<file path="config.mk">
export PLATFORM = sky130hd
export DESIGN_NAME = dma_burst_sched
export DESIGN_NICKNAME = d
export VERILOG_FILES = /design/src/rtl/dma_sched_pkg.sv /design/src/rtl/chan_gate.sv /design/src/rtl/beat_track.sv /design/src/rtl/dma_burst_sched.sv
export SDC_FILE = /design/constraint.sdc
export NUM_CORES = 1
export LEC_CHECK = 0
export ABC_AREA = 1
export BUFFER_PORTS_ARGS = -buffer_cell sky130_fd_sc_hd__buf_2
export CAP_MARGIN = 20
export CORE_ASPECT_RATIO = 1.1
export CORE_UTILIZATION = 50
export DETAILED_ROUTE_END_ITERATION = 8
export PLACE_DENSITY = 0.87
export SLEW_MARGIN = 30
export SYNTH_ARGS = -nofsm -noshare
export SYNTH_HDL_FRONTEND = slang
export SYNTH_SLANG_ARGS = --single-unit
</file>
<file path="constraint.sdc">
create_clock -name clk -period 2.3 [get_ports clk]
set_input_delay 0.23 -clock clk [delete_from_list [all_inputs] [get_ports clk]]
set_output_delay 0.23 -clock clk [all_outputs]
set_load 0.1 [all_outputs]
</file>
<file path="src/rtl/dma_sched_pkg.sv">
package dma_sched_pkg;

    typedef enum logic [1:0] {
        ST_IDLE  = 2'd0,
        ST_ISSUE = 2'd1,
        ST_BEAT  = 2'd2
    } sched_st_e;

    localparam logic [1:0] SRC_NONE = 2'd0;
    localparam logic [1:0] SRC_RX   = 2'd1;
    localparam logic [1:0] SRC_TX   = 2'd2;
    localparam logic [1:0] SRC_DESC = 2'd3;

endpackage

</file>
<file path="src/rtl/chan_gate.sv">
// Start gate for one channel: eligible when avail covers min(need, burst).
module chan_gate #(
    parameter int LEN_W = 16,
    parameter int PBL_W = 6,
    parameter int BB    = 4
) (
    input  logic             req_i,
    input  logic [PBL_W-1:0] pbl_i,
    input  logic [LEN_W-1:0] avail_i,
    input  logic [LEN_W-1:0] need_i,
    output logic             ok_o,
    output logic [PBL_W-1:0] beats_o
);
    localparam int BB_LG = $clog2(BB);
    localparam int SUM_W = LEN_W + 1;

    logic [SUM_W-1:0] burst_bytes;
    logic [SUM_W-1:0] take;
    logic [SUM_W-1:0] ceil_beats;

    always_comb begin
        burst_bytes = SUM_W'(pbl_i) << BB_LG;
        take        = ({1'b0, need_i} < burst_bytes) ? {1'b0, need_i} : burst_bytes;
        ok_o        = req_i && (need_i != '0) && ({1'b0, avail_i} >= take);
        ceil_beats  = (take + SUM_W'(BB - 1)) >> BB_LG;
        beats_o     = PBL_W'(ceil_beats);
    end

endmodule

</file>
<file path="src/rtl/beat_track.sv">
// Counts beats of the accepted command and flags padding beats.
module beat_track #(
    parameter int PBL_W = 6
) (
    input  logic             clk,
    input  logic             rst_n,
    input  logic             load_i,
    input  logic             active_i,
    input  logic             beat_i,
    input  logic [PBL_W-1:0] total_i,
    input  logic [PBL_W-1:0] data_i,
    output logic             dummy_o,
    output logic             last_o
);
    logic [PBL_W-1:0] cnt_q;

    always_ff @(posedge clk or negedge rst_n) begin
        if (!rst_n) begin
            cnt_q <= '0;
        end else if (load_i) begin
            cnt_q <= '0;
        end else if (active_i && beat_i) begin
            cnt_q <= cnt_q + PBL_W'(1);
        end
    end

    always_comb begin
        dummy_o = active_i && (cnt_q >= data_i);
        last_o  = (cnt_q == total_i - PBL_W'(1));
    end


    cnt_range_chk: assert property (@(posedge clk) disable iff (!rst_n)
        active_i |-> cnt_q < total_i);

endmodule

</file>
<file path="src/rtl/dma_burst_sched.sv">
module dma_burst_sched
    import dma_sched_pkg::*;
#(
    parameter int AW    = 32,
    parameter int LEN_W = 16,
    parameter int PBL_W = 6,
    parameter int BB    = 4
) (
    input  logic             clk,
    input  logic             rst_n,
    input  logic             fixed_burst_i,
    input  logic [PBL_W-1:0] pbl_i,
    input  logic             rx_req_i,
    input  logic [AW-1:0]    rx_addr_i,
    input  logic [LEN_W-1:0] rx_level_i,
    input  logic             rx_eof_i,
    input  logic             tx_req_i,
    input  logic [AW-1:0]    tx_addr_i,
    input  logic [LEN_W-1:0] tx_free_i,
    input  logic [LEN_W-1:0] tx_remain_i,
    input  logic             desc_req_i,
    input  logic [AW-1:0]    desc_addr_i,
    output logic             cmd_valid_o,
    input  logic             cmd_ready_i,
    output logic [AW-1:0]    cmd_addr_o,
    output logic [PBL_W-1:0] cmd_beats_o,
    output logic [1:0]       cmd_src_o,
    input  logic             beat_i,
    output logic             beat_dummy_o
);
    localparam int BB_LG    = $clog2(BB);
    localparam int SUM_W    = LEN_W + 1;
    localparam int DESC_CAP = 16 / BB;

    sched_st_e        state_q, state_d;
    logic [AW-1:0]    addr_q, sel_addr;
    logic [PBL_W-1:0] beats_q, sel_beats;
    logic [PBL_W-1:0] data_q, sel_data;
    logic [1:0]       src_q, sel_src;

    logic [PBL_W-1:0] pbl_eff, desc_beats;
    logic [LEN_W-1:0] rx_need;
    logic             rx_ok, tx_ok;
    logic [PBL_W-1:0] rx_beats, tx_beats;
    logic             trk_last, trk_dummy;

    always_comb begin
        pbl_eff    = (pbl_i == '0) ? PBL_W'(1) : pbl_i;
        desc_beats = (pbl_eff < PBL_W'(DESC_CAP)) ? pbl_eff : PBL_W'(DESC_CAP);
        // without end-of-frame the receive side must wait for a whole burst
        rx_need    = rx_eof_i ? rx_level_i : '1;
    end

    chan_gate #(.LEN_W(LEN_W), .PBL_W(PBL_W), .BB(BB)) u_rx_gate (
        .req_i  (rx_req_i),
        .pbl_i  (pbl_eff),
        .avail_i(rx_level_i),
        .need_i (rx_need),
        .ok_o   (rx_ok),
        .beats_o(rx_beats)
    );

    chan_gate #(.LEN_W(LEN_W), .PBL_W(PBL_W), .BB(BB)) u_tx_gate (
        .req_i  (tx_req_i),
        .pbl_i  (pbl_eff),
        .avail_i(tx_free_i),
        .need_i (tx_remain_i),
        .ok_o   (tx_ok),
        .beats_o(tx_beats)
    );

    // source selection, receive first
    always_comb begin
        sel_src   = SRC_NONE;
        sel_addr  = '0;
        sel_beats = '0;
        sel_data  = '0;
        if (rx_ok) begin
            sel_src   = SRC_RX;
            sel_addr  = rx_addr_i;
            sel_data  = rx_beats;
            sel_beats = fixed_burst_i ? pbl_eff : rx_beats;
        end else if (tx_ok) begin
            sel_src   = SRC_TX;
            sel_addr  = tx_addr_i;
            sel_data  = tx_beats;
            sel_beats = tx_beats;
        end else if (desc_req_i) begin
            sel_src   = SRC_DESC;
            sel_addr  = desc_addr_i;
            sel_data  = desc_beats;
            sel_beats = desc_beats;
        end
    end

    always_comb begin
        state_d = state_q;
        unique case (state_q)
            ST_IDLE:  if (sel_src != SRC_NONE) state_d = ST_ISSUE;
            ST_ISSUE: if (cmd_ready_i)         state_d = ST_BEAT;
            ST_BEAT:  if (beat_i && trk_last)  state_d = ST_IDLE;
            default:                           state_d = ST_IDLE;
        endcase
    end

    always_ff @(posedge clk or negedge rst_n) begin
        if (!rst_n) begin
            state_q <= ST_IDLE;
            addr_q  <= '0;
            beats_q <= '0;
            data_q  <= '0;
            src_q   <= SRC_NONE;
        end else begin
            state_q <= state_d;
            if (state_q == ST_IDLE) begin
                addr_q  <= sel_addr;
                beats_q <= sel_beats;
                data_q  <= sel_data;
                src_q   <= sel_src;
            end
        end
    end

    beat_track #(.PBL_W(PBL_W)) u_track (
        .clk     (clk),
        .rst_n   (rst_n),
        .load_i  (state_q == ST_ISSUE),
        .active_i(state_q == ST_BEAT),
        .beat_i  (beat_i),
        .total_i (beats_q),
        .data_i  (data_q),
        .dummy_o (trk_dummy),
        .last_o  (trk_last)
    );

    always_comb begin
        cmd_valid_o  = (state_q == ST_ISSUE);
        cmd_addr_o   = addr_q;
        cmd_beats_o  = beats_q;
        cmd_src_o    = src_q;
        beat_dummy_o = trk_dummy;
    end


    cmd_hold_chk: assert property (@(posedge clk) disable iff (!rst_n)
        cmd_valid_o && !cmd_ready_i |=> cmd_valid_o && $stable(cmd_addr_o)
            && $stable(cmd_beats_o) && $stable(cmd_src_o));


    tx_room_chk: assert property (@(posedge clk) disable iff (!rst_n)
        $rose(cmd_valid_o) && cmd_src_o == SRC_TX |->
            (SUM_W'(cmd_beats_o) << BB_LG) < (SUM_W'($past(tx_free_i)) + SUM_W'(BB)));


    desc_size_chk: assert property (@(posedge clk) disable iff (!rst_n)
        cmd_valid_o && cmd_src_o == SRC_DESC |-> (SUM_W'(cmd_beats_o) << BB_LG) <= SUM_W'(16));


    dummy_src_chk: assert property (@(posedge clk) disable iff (!rst_n)
        beat_dummy_o |-> cmd_src_o == SRC_RX);


    beats_nonzero_chk: assert property (@(posedge clk) disable iff (!rst_n)
        cmd_valid_o |-> cmd_beats_o != '0);

endmodule

</file>
; Yosys cells after proc, flatten, opt, wreduce, memory -nomap -nowiden
; Index checks and enable logic that the tools add are counted.
[word_totals]
ff_bits = 54
in_bits = 159
wordCells = 58
out_inout_bits = 42
[op_classes]
magnitude_cmp = 6
reduce_logical = 14
add_sub_neg = 4
muxes = 22
n_eq_ne = 6
[ops]
columns = cell, count
row1 = $mux 32, 3
row2 = $mux 6, 9
row3 = $mux 16, 3
row4 = $ge 16x16->1, 2
row5 = $lt 16x8->1, 2
row6 = $reduce_bool 16->1, 2
row7 = $add 8x2->8 const B, 2
row8 = $mux 2, 6
row9 = $logic_and 1x1->1, 7
row10 = $add 6x1->6 const B, 1
row11 = $eq 6x6->1, 1
row12 = $ge 6x6->1, 1
row13 = $logic_not 6->1, 1
row14 = $lt 6x3->1 const B, 1
row15 = $pmux 2 s3, 1
row16 = $sub 6x1->6 const B, 1
row17 = $ne 2x2->1 const B, 2
row18 = $reduce_bool 2->1, 2
row19 = $reduce_and 3->1, 1
row20 = $eq 2x1->1 const B, 1
row21 = $eq 2x2->1 const B, 1
row22 = $logic_not 2->1, 1
row23 = $ne 2x1->1 const B, 1

; Logic depth before layout (Yosys ltp)
[logic_depth]
depth_word = 11
ltp_mapped = 28
ltp_nobuf = 28

; By module
; From an unflattened synthesis, not the netlist that was laid out.
[unflattened]
cells_unflattened = 782
hier_area_um2 = 5395.2
[modules_own_cells]
columns = module, n_inst, seq_area_each_um2, area_each_um2, cells_each
row1 = dma_burst_sched, 1, 1201.2, 2941.6, 376
row2 = chan_gate at u_rx_gate, 1, 0.0, 875.8, 145
row3 = chan_gate at u_tx_gate, 1, 0.0, 870.8, 150
row4 = beat_track, 1, 150.1, 706.9, 111

; Worst setup path before layout
; No wires, ideal clock.
[synth_timing]
kind = input to register
start = input rx_eof_i
end = register addr_q[31], in the netlist cmd_addr_o[31]
required_ns = 2.233
setup_ns = 0.067
path_buffers = 2
setup_slack_ns = -1.158
cell_stages = 25
t_arrival_ns = 3.390
path_cell_list = inv_2 > buf_6 > or2_2 > ha_1 > nand2_1 > o21ai_0 > nor2_8 > nand2_4 > nand2_2 > nand2_4 > inv_1 > ha_1 > nand2_1 > o21ai_0 > nand2_1 > o211ai_1 > nand2_1 > nand3_1 > nand2_2 > inv_2 > clkbuf_1 > a21oi_1 > nand3_1 > o21ai_0 > inv_1
[synth_via]
elab_chain_cells = 6
word_cells_on_any_way = 8
cone_classes = 2 x order compare / 3 x mux / 3 x reduce/logical
[synth_rtl]
columns = item, line_no
row1 = from (decl), dma_burst_sched.sv:16  ; input logic rx_eof_i,
row2 = $mux 16 *, dma_burst_sched.sv:51  ; rx_need = rx_eof_i ? rx_level_i : '1;
row3 = $lt 16x8->1, chan_gate.sv:23  ; take = ({1'b0, need_i} < burst_bytes) ? {1'b0, need_i} : burst_bytes;
row4 = $mux 16, chan_gate.sv:23
row5 = $ge 16x16->1, chan_gate.sv:24  ; ok_o = req_i && (need_i != '0) && ({1'b0, avail_i} >= take);
row6 = $logic_and 1x1->1 *, chan_gate.sv:24
row7 = $mux 32 *, dma_burst_sched.sv:78  ; if (rx_ok) begin
row8 = to (signal assigned), dma_burst_sched.sv:116  ; addr_q <= sel_addr;
row9 = to (decl), dma_burst_sched.sv:36  ; logic [AW-1:0] addr_q, sel_addr;
; Every way passes the cells marked *; elsewhere a longest branch is shown, timed or not.
; A chain may end at the register's enable or synchronous reset.

; Final worst setup path
[layout_timing]
start = input pbl_i[5]
end = register addr_q[13], in the netlist cmd_addr_o[13]
[layout_via]
elab_chain_cells = 8
word_cells_on_any_way = 12
cone_classes = 4 x order compare / 5 x mux / 3 x reduce/logical
[layout_rtl]
columns = item, line_no
row1 = from (decl), dma_burst_sched.sv:12  ; input logic [PBL_W-1:0] pbl_i,
row2 = $logic_not 6->1, dma_burst_sched.sv:48  ; pbl_eff = (pbl_i == '0) ? PBL_W'(1) : pbl_i;
row3 = $mux 6 *, dma_burst_sched.sv:48
row4 = $lt 16x8->1, chan_gate.sv:23
row5 = $mux 16, chan_gate.sv:23
row6 = $ge 16x16->1, chan_gate.sv:24
row7 = $logic_and 1x1->1, chan_gate.sv:24
row8 = $mux 32, dma_burst_sched.sv:83  ; end else if (tx_ok) begin
row9 = $mux 32 *, dma_burst_sched.sv:78
; Marks and branches as above.

==> results.json <==
{
  "yosys_warnings": 0,
  "finalWorstSetupSlack_ns": -0.876,
  "ys_seq_area_frac": 0.271,
  "clock_path_buffers": 2,
  "clockRootBuffer": "clkbuf_8",
  "register_area_um2": 1350,
  "place_area_um2": 6950,
  "stdcell_area_um2": 8440,
  "internal-power_mw": 3.27,
  "fmax_mhz": 315,
  "die_area_um2": 10400,
  "finalNetCount": 1267,
  "std_cell_rows": 37,
  "dieHeight_um": 107,
  "ios": 201,
  "ant_nets": 0,
  "syn_avg_cell_area_um2": 6.89,
  "fin_skew_ns": 0.00967,
  "hpwl_mm": 12.5,
  "crit_type": "in2reg",
  "synth_edf_count": 0,
  "rsz0062_at_grt": "true",
  "nFillCells": 430,
  "worst_pin_slew_ns": 0.503,
  "failed_checks": "DRC, setup timing",
  "fp.dieW_um": 97.2,
  "ff2ff_setup_slack_ns": 0.48,
  "synth-seq-cells": 54,
  "drt_first_iter_violations": 916,
  "hold_path_class": "in2reg",
  "drive_gt1_frac": 0.494,
  "coreArea_um2": 9540,
  "gp_congestion": 0.865,
  "max_slew_margin": 0.662,
  "grt_usage": 0.358,
  "worst_r2r_endpoint": "cmd_addr_o[15]",
  "numCtsBuffers": 5,
  "period_needed_ns": 3.18,
  "drc_errors": 1,
  "start_util": 0.523,
  "n_antenna_cell": 0,
  "p_per_area_nw_per_um2": 1010,
  "htreeDepth": 2,
  "reg2reg_depth": 7,
  "synth.distinct_cells": 44,
  "antenna_found_initial": 1,
  "period_share": 1.38,
  "post_drt_wl_per_cell_um": 21.7,
  "crit_fanout": 8,
  "irDropWorstVdd_mv": 1.17,
  "netlist_area_um2": 4990,
  "power_frac_clock": 0.081,
  "crit_arrival_ns": 3.39,
  "firstDrtPassIters": 9,
  "crit_required_ns": 2.51,
  "routed_wl_mm": 25.5,
  "drv_slew": 0,
  "grt_pass1_wl_mm": 30.0,
  "place_inst": 1122,
  "grt_max_degree": 48,
  "p_leak_nw": 4.40,
  "clkSlewWorstSetupHoldPaths_ns": 0.12,
  "io_buffers": 200,
  "syn_to_final_growth_pct": 69.3,
  "setup.worst_path.end": "cmd_addr_o[13]",
  "switchingPower_mw": 5.27,
  "multiInputGateArea_um2": 4100,
  "status": "finished with violations",
  "vias_per_cell": 6.36,
  "postSynth.asyncResetShare": 1.00,
  "cts_tree": "built",
  "grt_overflow_total": 0,
  "hold_viol_final": 0,
  "synthCells": 724,
  "crit_start": "pbl_i[5]",
  "clock_sinks": 54,
  "rr_startpoint": "state_q[1]",
  "vias": 7483,
  "seq_power_share": 0.198,
  "grt_pass1_vias": 6520,
  "cp-end-kind": "flop",
  "pwr-share-comb": 0.721,
  "setup_viol": 48,
  "worstSetupStartpointType": "input port",
  "cap_violations": 0,
  "stdcell_count": 1176,
  "yosys_most_used_dff": "dfrtp_1",
  "swShare": 0.617,
  "insertion_delay_ns": 0.33
}
-- flip-flops by register name, indices dropped and copies added (netlist names) --
register and cells:
cmd_addr_o 32, cmd_beats_o 6, cmd_src_o 2, data_q 6, state_q 2, u_track.cnt_q 6
-- placed cells by master (no fill, tap or decap), drive strengths merged, types with 2 or more instances in the layout --
cell,Yosys,final
a31oi,5,5
a21oi,49,49
nor3,6,6
conb,1,16
a22o,18,18
buf,12,330
xnor2,2,2
clkbuf,14,10
o21a,6,6
nand2,206,207
a21boi,2,2
nand3,98,98
nor2,48,48
nand4,5,5
xor2,4,4
o21ai,41,41
ha,50,50
a22oi,2,2
o211ai,5,5
nor4,4,4
inv,86,87
dfrtp,54,54
-- power by group through the flow --
stage               sequential [mW]  clock [mW]  combinational (mW)
finish                         1.69       0.691                6.15
global placement               1.63           0                5.12
CTS                            1.64       0.675                5.48
detailed placement             1.65           0                5.23
global route                   1.73       0.719                6.40
floorplan                      4.01           0                1.69
-- repair_timing --
| item | 4_1_cts | 5_1_grt |
|---|---|---|
| hold endpoints to repair | 0 | 36 |
| hold buffers | 0 | 1 |
| pin swaps | 70 | 62 |
| gates cloned | 6 | 5 |
| setup buffers | 23 | 16 |
| setup endpoints to repair | 48 | 48 |
| resized for setup | 96 | 106 |
-- layout make-up --
| cell class | count | area share |
|---|---|---|
| multi-input combinational | 574 | 0.486 |
| timing repair buffer | 337 | 0.281 |
| sequential | 54 | 0.160 |
| inverter | 86 | 0.0418 |
| tap | 117 | 0.0173 |
| clock buffer | 5 | 0.00815 |
| clock inverter | 3 | 0.00578 |
-- metrics by stage --
step | power [mW] | util | hold slack [ns] | setup TNS [ns] | setup WS, ns
floorplan | 5.70 | - | -0.0656 | -30.02 | -0.680
global placement | 6.76 | 0.728 | 0.391 | -40.20 | -0.896
detailed placement | 6.89 | 0.728 | 0.374 | -43.33 | -0.987
CTS | 7.80 | 0.816 | 0.0368 | -22.18 | -0.541
global route | 8.85 | 0.885 | 0.142 | -40.30 | -0.956
finish | 8.53 | 0.885 | 0.145 | -34.24 | -0.876
-- cells by family after synthesis --
group | count (synthesis) | synth area share
simple gates | 370 | 0.335
compound gates | 131 | 0.167
buf+inv | 112 | 0.0903
flops | 54 | 0.271
fa+ha+maj | 50 | 0.125
xor+xnor | 6 | 0.0105
other cells | 1 | 0.000752
-- layer usage --
layer | GRT usage | wire, µm | vias up
met3 | 0.0802 | 2700 | 279
met5 | 0 | 18 | -
met1 | 0.391 | 8390 | 3400
met4 | 0.201 | 2340 | 2
li1 | - | - | 3089
met2 | 0.643 | 12100 | 713
-- worst min path at each step --
stage                               from  slack (ns)              to  cells past startpoint
after floorplan                    rst_n       -0.07   cmd_addr_o[0]                      0
after detailed placement           rst_n        0.37  cmd_beats_o[4]                      1
after global placement             rst_n        0.39  cmd_beats_o[4]                      1
final                     desc_addr_i[5]        0.15   cmd_addr_o[5]                      3
after global routing         cmd_ready_i        0.14      state_q[0]                      2
after CTS                          rst_n        0.04   cmd_addr_o[5]                      1
-- cell usage after synthesis, types with 2 or more instances --
cell type	n	share of area
o21a_1	6	0.0090
ha_1	50	0.13
nor2_2	5	0.0063
xor2_1	4	0.0070
nand2_4	7	0.016
nor3_1	6	0.0060
buf_2	3	0.0030
inv_1	79	0.059
nand4_1	5	0.0063
o21ai_0	27	0.027
a22o_1	18	0.032
nand2_2	9	0.011
a22oi_1	2	0.0030
a31oi_1	5	0.0063
buf_6	2	0.0045
nand3_1	97	0.097
nor4_1	4	0.0050
dfrtp_1	54	0.27
clkbuf_1	14	0.011
o21ai_2	5	0.0088
o21ai_1	7	0.0070
o21ai_4	2	0.0065
inv_2	7	0.0053
o211ai_1	5	0.0075
nand2_1	190	0.14
xnor2_1	2	0.0035
a21oi_1	47	0.047
nor2_1	41	0.031
buf_4	3	0.0045
buf_1	4	0.0030
-- critical path: stages --
cell,delay (ns)
buf_2,0.11
inv_2,0.07
buf_6,0.12
ha_4,0.25
a21oi_4,0.16
o21ai_4,0.09
nor2_8,0.20
nand2_8,0.11
nand2_1,0.11
o21ai_2,0.10
ha_1,0.33
a21oi_1,0.22
o211ai_1,0.13
nand2_1,0.09
nand3_2,0.08
nand2_4,0.10
inv_6,0.05
nor2_4,0.17
buf_6,0.17
buf_16,0.14
nand2_1,0.11
a31oi_1,0.24
(Power assumes the default switching activity.)
